`src/rtl/wbuf_pkg.sv`:
```
package wbuf_pkg;
  typedef enum logic [1:0] {
    PORT_IDLE,
    PORT_RD,
    PORT_WR
  } port_op_e;
endpackage

```
`src/rtl/wbuf_tags.sv`:
```
module wbuf_tags #(
  parameter int DEPTH = 4,
  parameter int TAG_W = 27,
  localparam int PTR_W = (DEPTH > 1) ? $clog2(DEPTH) : 1,
  localparam int CNT_W = $clog2(DEPTH + 1)
) (
  input  logic             clk_i,
  input  logic             rst_ni,
  input  logic             push_i,
  input  logic [TAG_W-1:0] push_tag_i,
  input  logic             pop_i,
  input  logic [TAG_W-1:0] look_tag_i,
  output logic             hit_o,
  output logic             full_o,
  output logic             empty_o,
  output logic [CNT_W-1:0] count_o,
  output logic [PTR_W-1:0] wr_idx_o,
  output logic [PTR_W-1:0] rd_idx_o,
  output logic [TAG_W-1:0] head_tag_o
);
  logic [DEPTH-1:0] valid_q;
  logic [DEPTH-1:0] match;
  logic [TAG_W-1:0] tag_q [DEPTH];
  logic [PTR_W-1:0] wr_ptr_q, rd_ptr_q;
  logic [CNT_W-1:0] cnt_q;

  function automatic logic [PTR_W-1:0] ptr_inc(input logic [PTR_W-1:0] p);
    return (p == PTR_W'(DEPTH - 1)) ? '0 : p + 1'b1;
  endfunction

  for (genvar i = 0; i < DEPTH; i++) begin : g_slot
    always_ff @(posedge clk_i or negedge rst_ni) begin
      if (!rst_ni) begin
        valid_q[i] <= 1'b0;
        tag_q[i]   <= '0;
      end else begin
        if (pop_i && rd_ptr_q == PTR_W'(i)) valid_q[i] <= 1'b0;
        if (push_i && wr_ptr_q == PTR_W'(i)) begin
          valid_q[i] <= 1'b1;
          tag_q[i]   <= push_tag_i;
        end
      end
    end
    assign match[i] = valid_q[i] && (tag_q[i] == look_tag_i);
  end

  always_ff @(posedge clk_i or negedge rst_ni) begin
    if (!rst_ni) begin
      wr_ptr_q <= '0;
      rd_ptr_q <= '0;
      cnt_q    <= '0;
    end else begin
      if (push_i) wr_ptr_q <= ptr_inc(wr_ptr_q);
      if (pop_i)  rd_ptr_q <= ptr_inc(rd_ptr_q);
      cnt_q <= cnt_q + CNT_W'(push_i) - CNT_W'(pop_i);
    end
  end

  assign hit_o      = |match;
  assign full_o     = (cnt_q == CNT_W'(DEPTH));
  assign empty_o    = (cnt_q == '0);
  assign count_o    = cnt_q;
  assign wr_idx_o   = wr_ptr_q;
  assign rd_idx_o   = rd_ptr_q;
  assign head_tag_o = tag_q[rd_ptr_q];
endmodule

```
`src/rtl/wbuf_data.sv`:
```
module wbuf_data #(
  parameter int DEPTH  = 4,
  parameter int LINE_W = 256,
  localparam int PTR_W = (DEPTH > 1) ? $clog2(DEPTH) : 1
) (
  input  logic              clk_i,
  input  logic              rst_ni,
  input  logic              wr_en_i,
  input  logic [PTR_W-1:0]  wr_idx_i,
  input  logic [LINE_W-1:0] wr_line_i,
  input  logic [PTR_W-1:0]  rd_idx_i,
  output logic [LINE_W-1:0] rd_line_o
);
  logic [LINE_W-1:0] line_q [DEPTH];

  for (genvar i = 0; i < DEPTH; i++) begin : g_line
    always_ff @(posedge clk_i or negedge rst_ni) begin
      if (!rst_ni) line_q[i] <= '0;
      else if (wr_en_i && wr_idx_i == PTR_W'(i)) line_q[i] <= wr_line_i;
    end
  end

  assign rd_line_o = line_q[rd_idx_i];
endmodule

```
`src/rtl/wbuf_port_ctl.sv`:
```
module wbuf_port_ctl
  import wbuf_pkg::*;
#(
  parameter int TAG_W  = 27,
  parameter int LINE_W = 256
) (
  input  logic              clk_i,
  input  logic              rst_ni,
  input  logic              rd_req_i,
  input  logic [TAG_W-1:0]  rd_tag_i,
  input  logic              hit_i,
  input  logic              empty_i,
  input  logic [TAG_W-1:0]  head_tag_i,
  input  logic [LINE_W-1:0] head_line_i,
  input  logic              mem_ack_i,
  output logic              mem_req_o,
  output logic              mem_we_o,
  output logic [TAG_W-1:0]  mem_tag_o,
  output logic [LINE_W-1:0] mem_wdata_o,
  output logic              pop_o,
  output logic              rd_done_o
);
  port_op_e          op_q;
  logic [TAG_W-1:0]  tag_q;
  logic [LINE_W-1:0] line_q;

  always_ff @(posedge clk_i or negedge rst_ni) begin
    if (!rst_ni) begin
      op_q   <= PORT_IDLE;
      tag_q  <= '0;
      line_q <= '0;
    end else begin
      unique case (op_q)
        PORT_IDLE: begin
          // read miss wins the idle port over retires
          if (rd_req_i && !hit_i) begin
            op_q  <= PORT_RD;
            tag_q <= rd_tag_i;
          end else if (!empty_i) begin
            op_q   <= PORT_WR;
            tag_q  <= head_tag_i;
            line_q <= head_line_i;
          end
        end
        default: if (mem_ack_i) op_q <= PORT_IDLE;
      endcase
    end
  end

  assign mem_req_o   = (op_q != PORT_IDLE);
  assign mem_we_o    = (op_q == PORT_WR);
  assign mem_tag_o   = tag_q;
  assign mem_wdata_o = line_q;
  assign pop_o       = (op_q == PORT_WR) && mem_ack_i;
  assign rd_done_o   = (op_q == PORT_RD) && mem_ack_i;
endmodule

```
`src/rtl/wbuf_snoop.sv`:
```
module wbuf_snoop #(
  parameter int ADDR_W = 32,
  parameter int QW_W   = 64,
  parameter int QW_NUM = 4,
  parameter int DEPTH  = 4,
  localparam int LINE_W = QW_W * QW_NUM,
  localparam int OFS_W  = $clog2(LINE_W / 8),
  localparam int TAG_W  = ADDR_W - OFS_W,
  localparam int PTR_W  = (DEPTH > 1) ? $clog2(DEPTH) : 1,
  localparam int CNT_W  = $clog2(DEPTH + 1)
) (
  input  logic              clk_i,
  input  logic              rst_ni,
  input  logic              cpu_req_i,
  input  logic              cpu_we_i,
  input  logic [ADDR_W-1:0] cpu_addr_i,
  input  logic [LINE_W-1:0] cpu_wdata_i,
  output logic              cpu_rdy_o,
  output logic [LINE_W-1:0] cpu_rdata_o,
  output logic              mem_req_o,
  output logic              mem_we_o,
  output logic [ADDR_W-1:0] mem_addr_o,
  output logic [LINE_W-1:0] mem_wdata_o,
  input  logic              mem_ack_i,
  input  logic [LINE_W-1:0] mem_rdata_i
);
  logic [TAG_W-1:0]  cpu_tag, head_tag, mem_tag;
  logic              wr_acc, pop, rd_done;
  logic              snoop_hit, buf_full, buf_empty;
  logic [CNT_W-1:0]  buf_count;
  logic [PTR_W-1:0]  wr_idx, rd_idx;
  logic [LINE_W-1:0] head_line;
  logic              unused_ofs;

  assign cpu_tag    = cpu_addr_i[ADDR_W-1:OFS_W];
  assign unused_ofs = ^cpu_addr_i[OFS_W-1:0];
  assign wr_acc     = cpu_req_i && cpu_we_i && !buf_full;

  wbuf_tags #(.DEPTH(DEPTH), .TAG_W(TAG_W)) u_tags (
    .clk_i      (clk_i),
    .rst_ni     (rst_ni),
    .push_i     (wr_acc),
    .push_tag_i (cpu_tag),
    .pop_i      (pop),
    .look_tag_i (cpu_tag),
    .hit_o      (snoop_hit),
    .full_o     (buf_full),
    .empty_o    (buf_empty),
    .count_o    (buf_count),
    .wr_idx_o   (wr_idx),
    .rd_idx_o   (rd_idx),
    .head_tag_o (head_tag)
  );

  wbuf_data #(.DEPTH(DEPTH), .LINE_W(LINE_W)) u_data (
    .clk_i     (clk_i),
    .rst_ni    (rst_ni),
    .wr_en_i   (wr_acc),
    .wr_idx_i  (wr_idx),
    .wr_line_i (cpu_wdata_i),
    .rd_idx_i  (rd_idx),
    .rd_line_o (head_line)
  );

  wbuf_port_ctl #(.TAG_W(TAG_W), .LINE_W(LINE_W)) u_port (
    .clk_i       (clk_i),
    .rst_ni      (rst_ni),
    .rd_req_i    (cpu_req_i && !cpu_we_i),
    .rd_tag_i    (cpu_tag),
    .hit_i       (snoop_hit),
    .empty_i     (buf_empty),
    .head_tag_i  (head_tag),
    .head_line_i (head_line),
    .mem_ack_i   (mem_ack_i),
    .mem_req_o   (mem_req_o),
    .mem_we_o    (mem_we_o),
    .mem_tag_o   (mem_tag),
    .mem_wdata_o (mem_wdata_o),
    .pop_o       (pop),
    .rd_done_o   (rd_done)
  );

  assign mem_addr_o  = {mem_tag, {OFS_W{1'b0}}};
  assign cpu_rdy_o   = wr_acc || rd_done;
  assign cpu_rdata_o = mem_rdata_i;
endmodule

```
`config.mk`:
```
export PLATFORM = sky130hd
export DESIGN_NAME = wbuf_snoop
export DESIGN_NICKNAME = d
export VERILOG_FILES = /design/src/rtl/wbuf_pkg.sv /design/src/rtl/wbuf_tags.sv /design/src/rtl/wbuf_data.sv /design/src/rtl/wbuf_port_ctl.sv /design/src/rtl/wbuf_snoop.sv
export SDC_FILE = /design/constraint.sdc
export NUM_CORES = 2
export LEC_CHECK = 0
export BUFFER_PORTS_ARGS = -buffer_cell sky130_fd_sc_hd__buf_2
export CORE_MARGIN = 2
export CORE_UTILIZATION = 31
export DETAILED_ROUTE_END_ITERATION = 7
export PLACE_DENSITY_LB_ADDON = 0.12
export SYNTH_ARGS = -nofsm -noshare
export SYNTH_HDL_FRONTEND = slang
export SYNTH_SLANG_ARGS = --single-unit
```
`constraint.sdc`:
```
create_clock -name clk_i -period 6.54 [get_ports clk_i]
set_input_delay 0.327 -clock clk_i [delete_from_list [all_inputs] [get_ports clk_i]]
set_output_delay 0.327 -clock clk_i [all_outputs]
set_load 0.005 [all_outputs]
```
==> run metrics <==
residual DRC count 0; vias roughly 35000; CTS tree done; PostCTS Resize Cnt 0; ranking of synthesized cells by area dfrtp_1 57%, mux2_2 21%, mux4_2 10%; switching pwr between 10 and 15 mW; drt total wl 168000 microns; Die Height around 460 microns; crit end category flip-flop; area grow syn2layout 19.5%; Yosys cell types 34; post-route cell area about 75000 sq um; RSZ-0062 raised after global routing false; status complete, no violations; worst path arrival time between 4 and 5 ns; Lkg Pwr about 32 nW; part of the power in the clock network 0.247; Max-slew headroom 0.365; Clock Path Buffers 3; yosys warns 0; Total Die Area around 210000 sq um; die width ~460 microns; post-DR vias/cell 4.78; commonest non-fill, non-tap cell in the layout dfrtp_1; most frequent cells in the layout 1426 x dfrtp_1, 1160 x mux2_2, 572 x buf_2, 287 x dlygate4sd3_1, 283 x mux4_2; kind of critical path flip-flop to flip-flop; post-route ant nets 0; clock latency on the worst-skew pair around 0.8 ns; DRT iter0 DRCs roughly 1500; IO Pins 1096; Hold Vio Cnt, Final 0; worst endpoint required time 7.21 ns; share of cells above drive strength 1 0.511; vias in the first global route 38700; Layout Skew approximately 0.042 ns; clock period minus worst slack ~3.5 ns; root buf cell clkbuf_16; Seq/Total Area, Yosys 0.566; Synth top area share 0.566; clock transition at the registers of the reported paths roughly 0.060 ns; final worst path period share 0.541; first drt pass iteration count 4; cell-internal power roughly 27 mW; final cell count without fillers about 7300; hold_buf cts 287; setup bufs post-CTS 0; Hold/Removal Path Class input port to async pin; CP Launch Type flip-flop; Max Fclk ~280 MHz; Clock H-tree levels 4; R2R depth 9; Seq cells post-synth approximately 1400; placed cells roughly 6700; Max VDD drop 0.273 mV; clock sink count between 1000 and 1500; worst slew pin tran 0.953 ns; combinational power share 0.344; Seq pwr share 0.409; largest net degree at the start of global routing between 100 and 150; core footprint 202000 sq um; HPWL after DPL about 100000 microns; first-pass GRT wire length 260000 microns; Final Max Slew Viols 0; initial antenna violation count 23; synthesized area per cell around 16 sq um; clock buffer count from CTS between 150 and 200; initial core utilization 0.312; setup violators final 0; crit path max fanout 86; area leader, netlist dfrtp_1; GP Congestion about 0.73; synthesized area roughly 63000 sq um; IO buf count 573; GRT overflow 0; WL/cell around 23 microns; Syn Inst Count between 3000 and 4000; # nets final approximately 5000; Sw Share 0.301; Total Power ~38 mW; pwr/cell area 508 nW/um^2; Tot GR Track Use 0.163; Max-cap violations 0; final setup TNS 0 ns; Core Rows 165; placement-stage cell area 67000 sq um
state kept, by name, indices dropped and copies added (netlist names):
register,cells
u_port.mem_wdata_o,256
u_tags.rd_idx_o,2
u_tags.wr_idx_o,2
u_tags.valid_q,4
u_tags.tag_q,108
u_data.line_q,1024
u_tags.count_o,3
u_port.mem_tag_o,27
u_port.op_q,2
final cells by class:
type	count	area [sq um]
Sequential cell	1428	35700
Tap cell	2672	3340
Multi-Input combinational cell	1950	24300
Inverter	11	41.3
Fill cell	19400	127000
Timing Repair Buffer	911	6500
Clock buffer	274	5190
Clock inverter	33	384
Antenna cell	8	20.0
cell usage after synthesis:
cell type / n
dfrtp_1: 1428
mux2_2: 1160
buf_4: 284
mux4_2: 283
mux2_1: 228
buf_2: 134
clkbuf_1: 95
xnor2_1: 86
a2bb2oi_1: 27
mux2i_1: 27
or2_2: 27
nand4_1: 25
xor2_1: 24
inv_1: 11
ha_1: 10
nor4_1: 10
nand2_1: 8
buf_1: 6
a21o_1: 4
and2_1: 4
nor2_1: 4
o21ai_0: 4
nor3_1: 3
a21oi_1: 2
a22oi_1: 1
a31o_2: 1
and3_1: 1
conb_1: 1
fa_1: 1
nor2b_1: 1
nor3b_2: 1
o21bai_1: 1
o22ai_1: 1
or3_1: 1
worst max-delay path: stages (launching register included):
cell     delay, ns
dfrtp_1       0.40
xnor2_1       0.53
nand4_1       0.25
nor3_1        0.33
a22oi_1       0.12
nand4_1       0.12
nor3b_4       0.30
buf_12        0.28
buf_12        0.45
mux2_1        0.39
layer usage:
layer,track usage,routed length [microns],share of wire,up-vias
met5,0.00138,167,0.00099,-
met4,0.0434,3810,0.023,22
met3,0.0406,7910,0.047,291
met2,0.271,82200,0.49,691
met1,0.212,74300,0.44,18700
li1,-,-,-,15100
final timing paths:
path | from | endpoint | slack (ns)
setup / recovery | u_tags.tag_q[47] | u_port.mem_wdata_o[139] | 3.00
hold / removal | rst_ni | u_port.mem_wdata_o[164] | 0.19
setup reg to reg | u_tags.tag_q[47] | u_port.mem_wdata_o[139] | 3.00
hold reg to reg | u_port.mem_wdata_o[177] | u_port.mem_wdata_o[177] | 0.47
max in group asynchronous | rst_ni | u_port.mem_wdata_o[49] | 4.61
min in group clk_i | mem_ack_i | u_port.op_q[1] | 0.29
power by group through the flow:
stage	Combinational [mW]	Clock, mW	Sequential, mW
final	13.2	9.46	15.7
after global routing	14.4	10.2	16.3
after CTS	13.6	9.84	15.7
after detailed placement	13.4	0	15.8
after global placement	13.2	0	15.8
after floorplan	9.73	0	15.1
stage by stage:
| stage | hold WS (ns) | worst slack, ns | utilization |
|---|---|---|---|
| final | 0.192 | 3.00 | 0.373 |
| after global routing | 0.194 | 2.87 | 0.373 |
| after CTS | 0.189 | 3.05 | 0.373 |
| after detailed placement | 0.469 | 2.85 | 0.331 |
| after global placement | 0.461 | 2.88 | 0.331 |
| after floorplan | 0.0314 | 4.21 | - |
cells by family (layout without fill, tap and decap cells):
group / count (synthesis) / in the layout / synth area share
fa+ha+maj: 11 / 11 / 0.00230
other cells: 1 / 13 / 0.0000594
simple gates: 85 / 85 / 0.00798
compound gates: 41 / 41 / 0.00517
buf+inv: 530 / 1229 / 0.0510
mux: 1698 / 1698 / 0.353
xor+xnor: 110 / 110 / 0.0153
flops: 1428 / 1428 / 0.566
(Power assumes the default switching activity.)
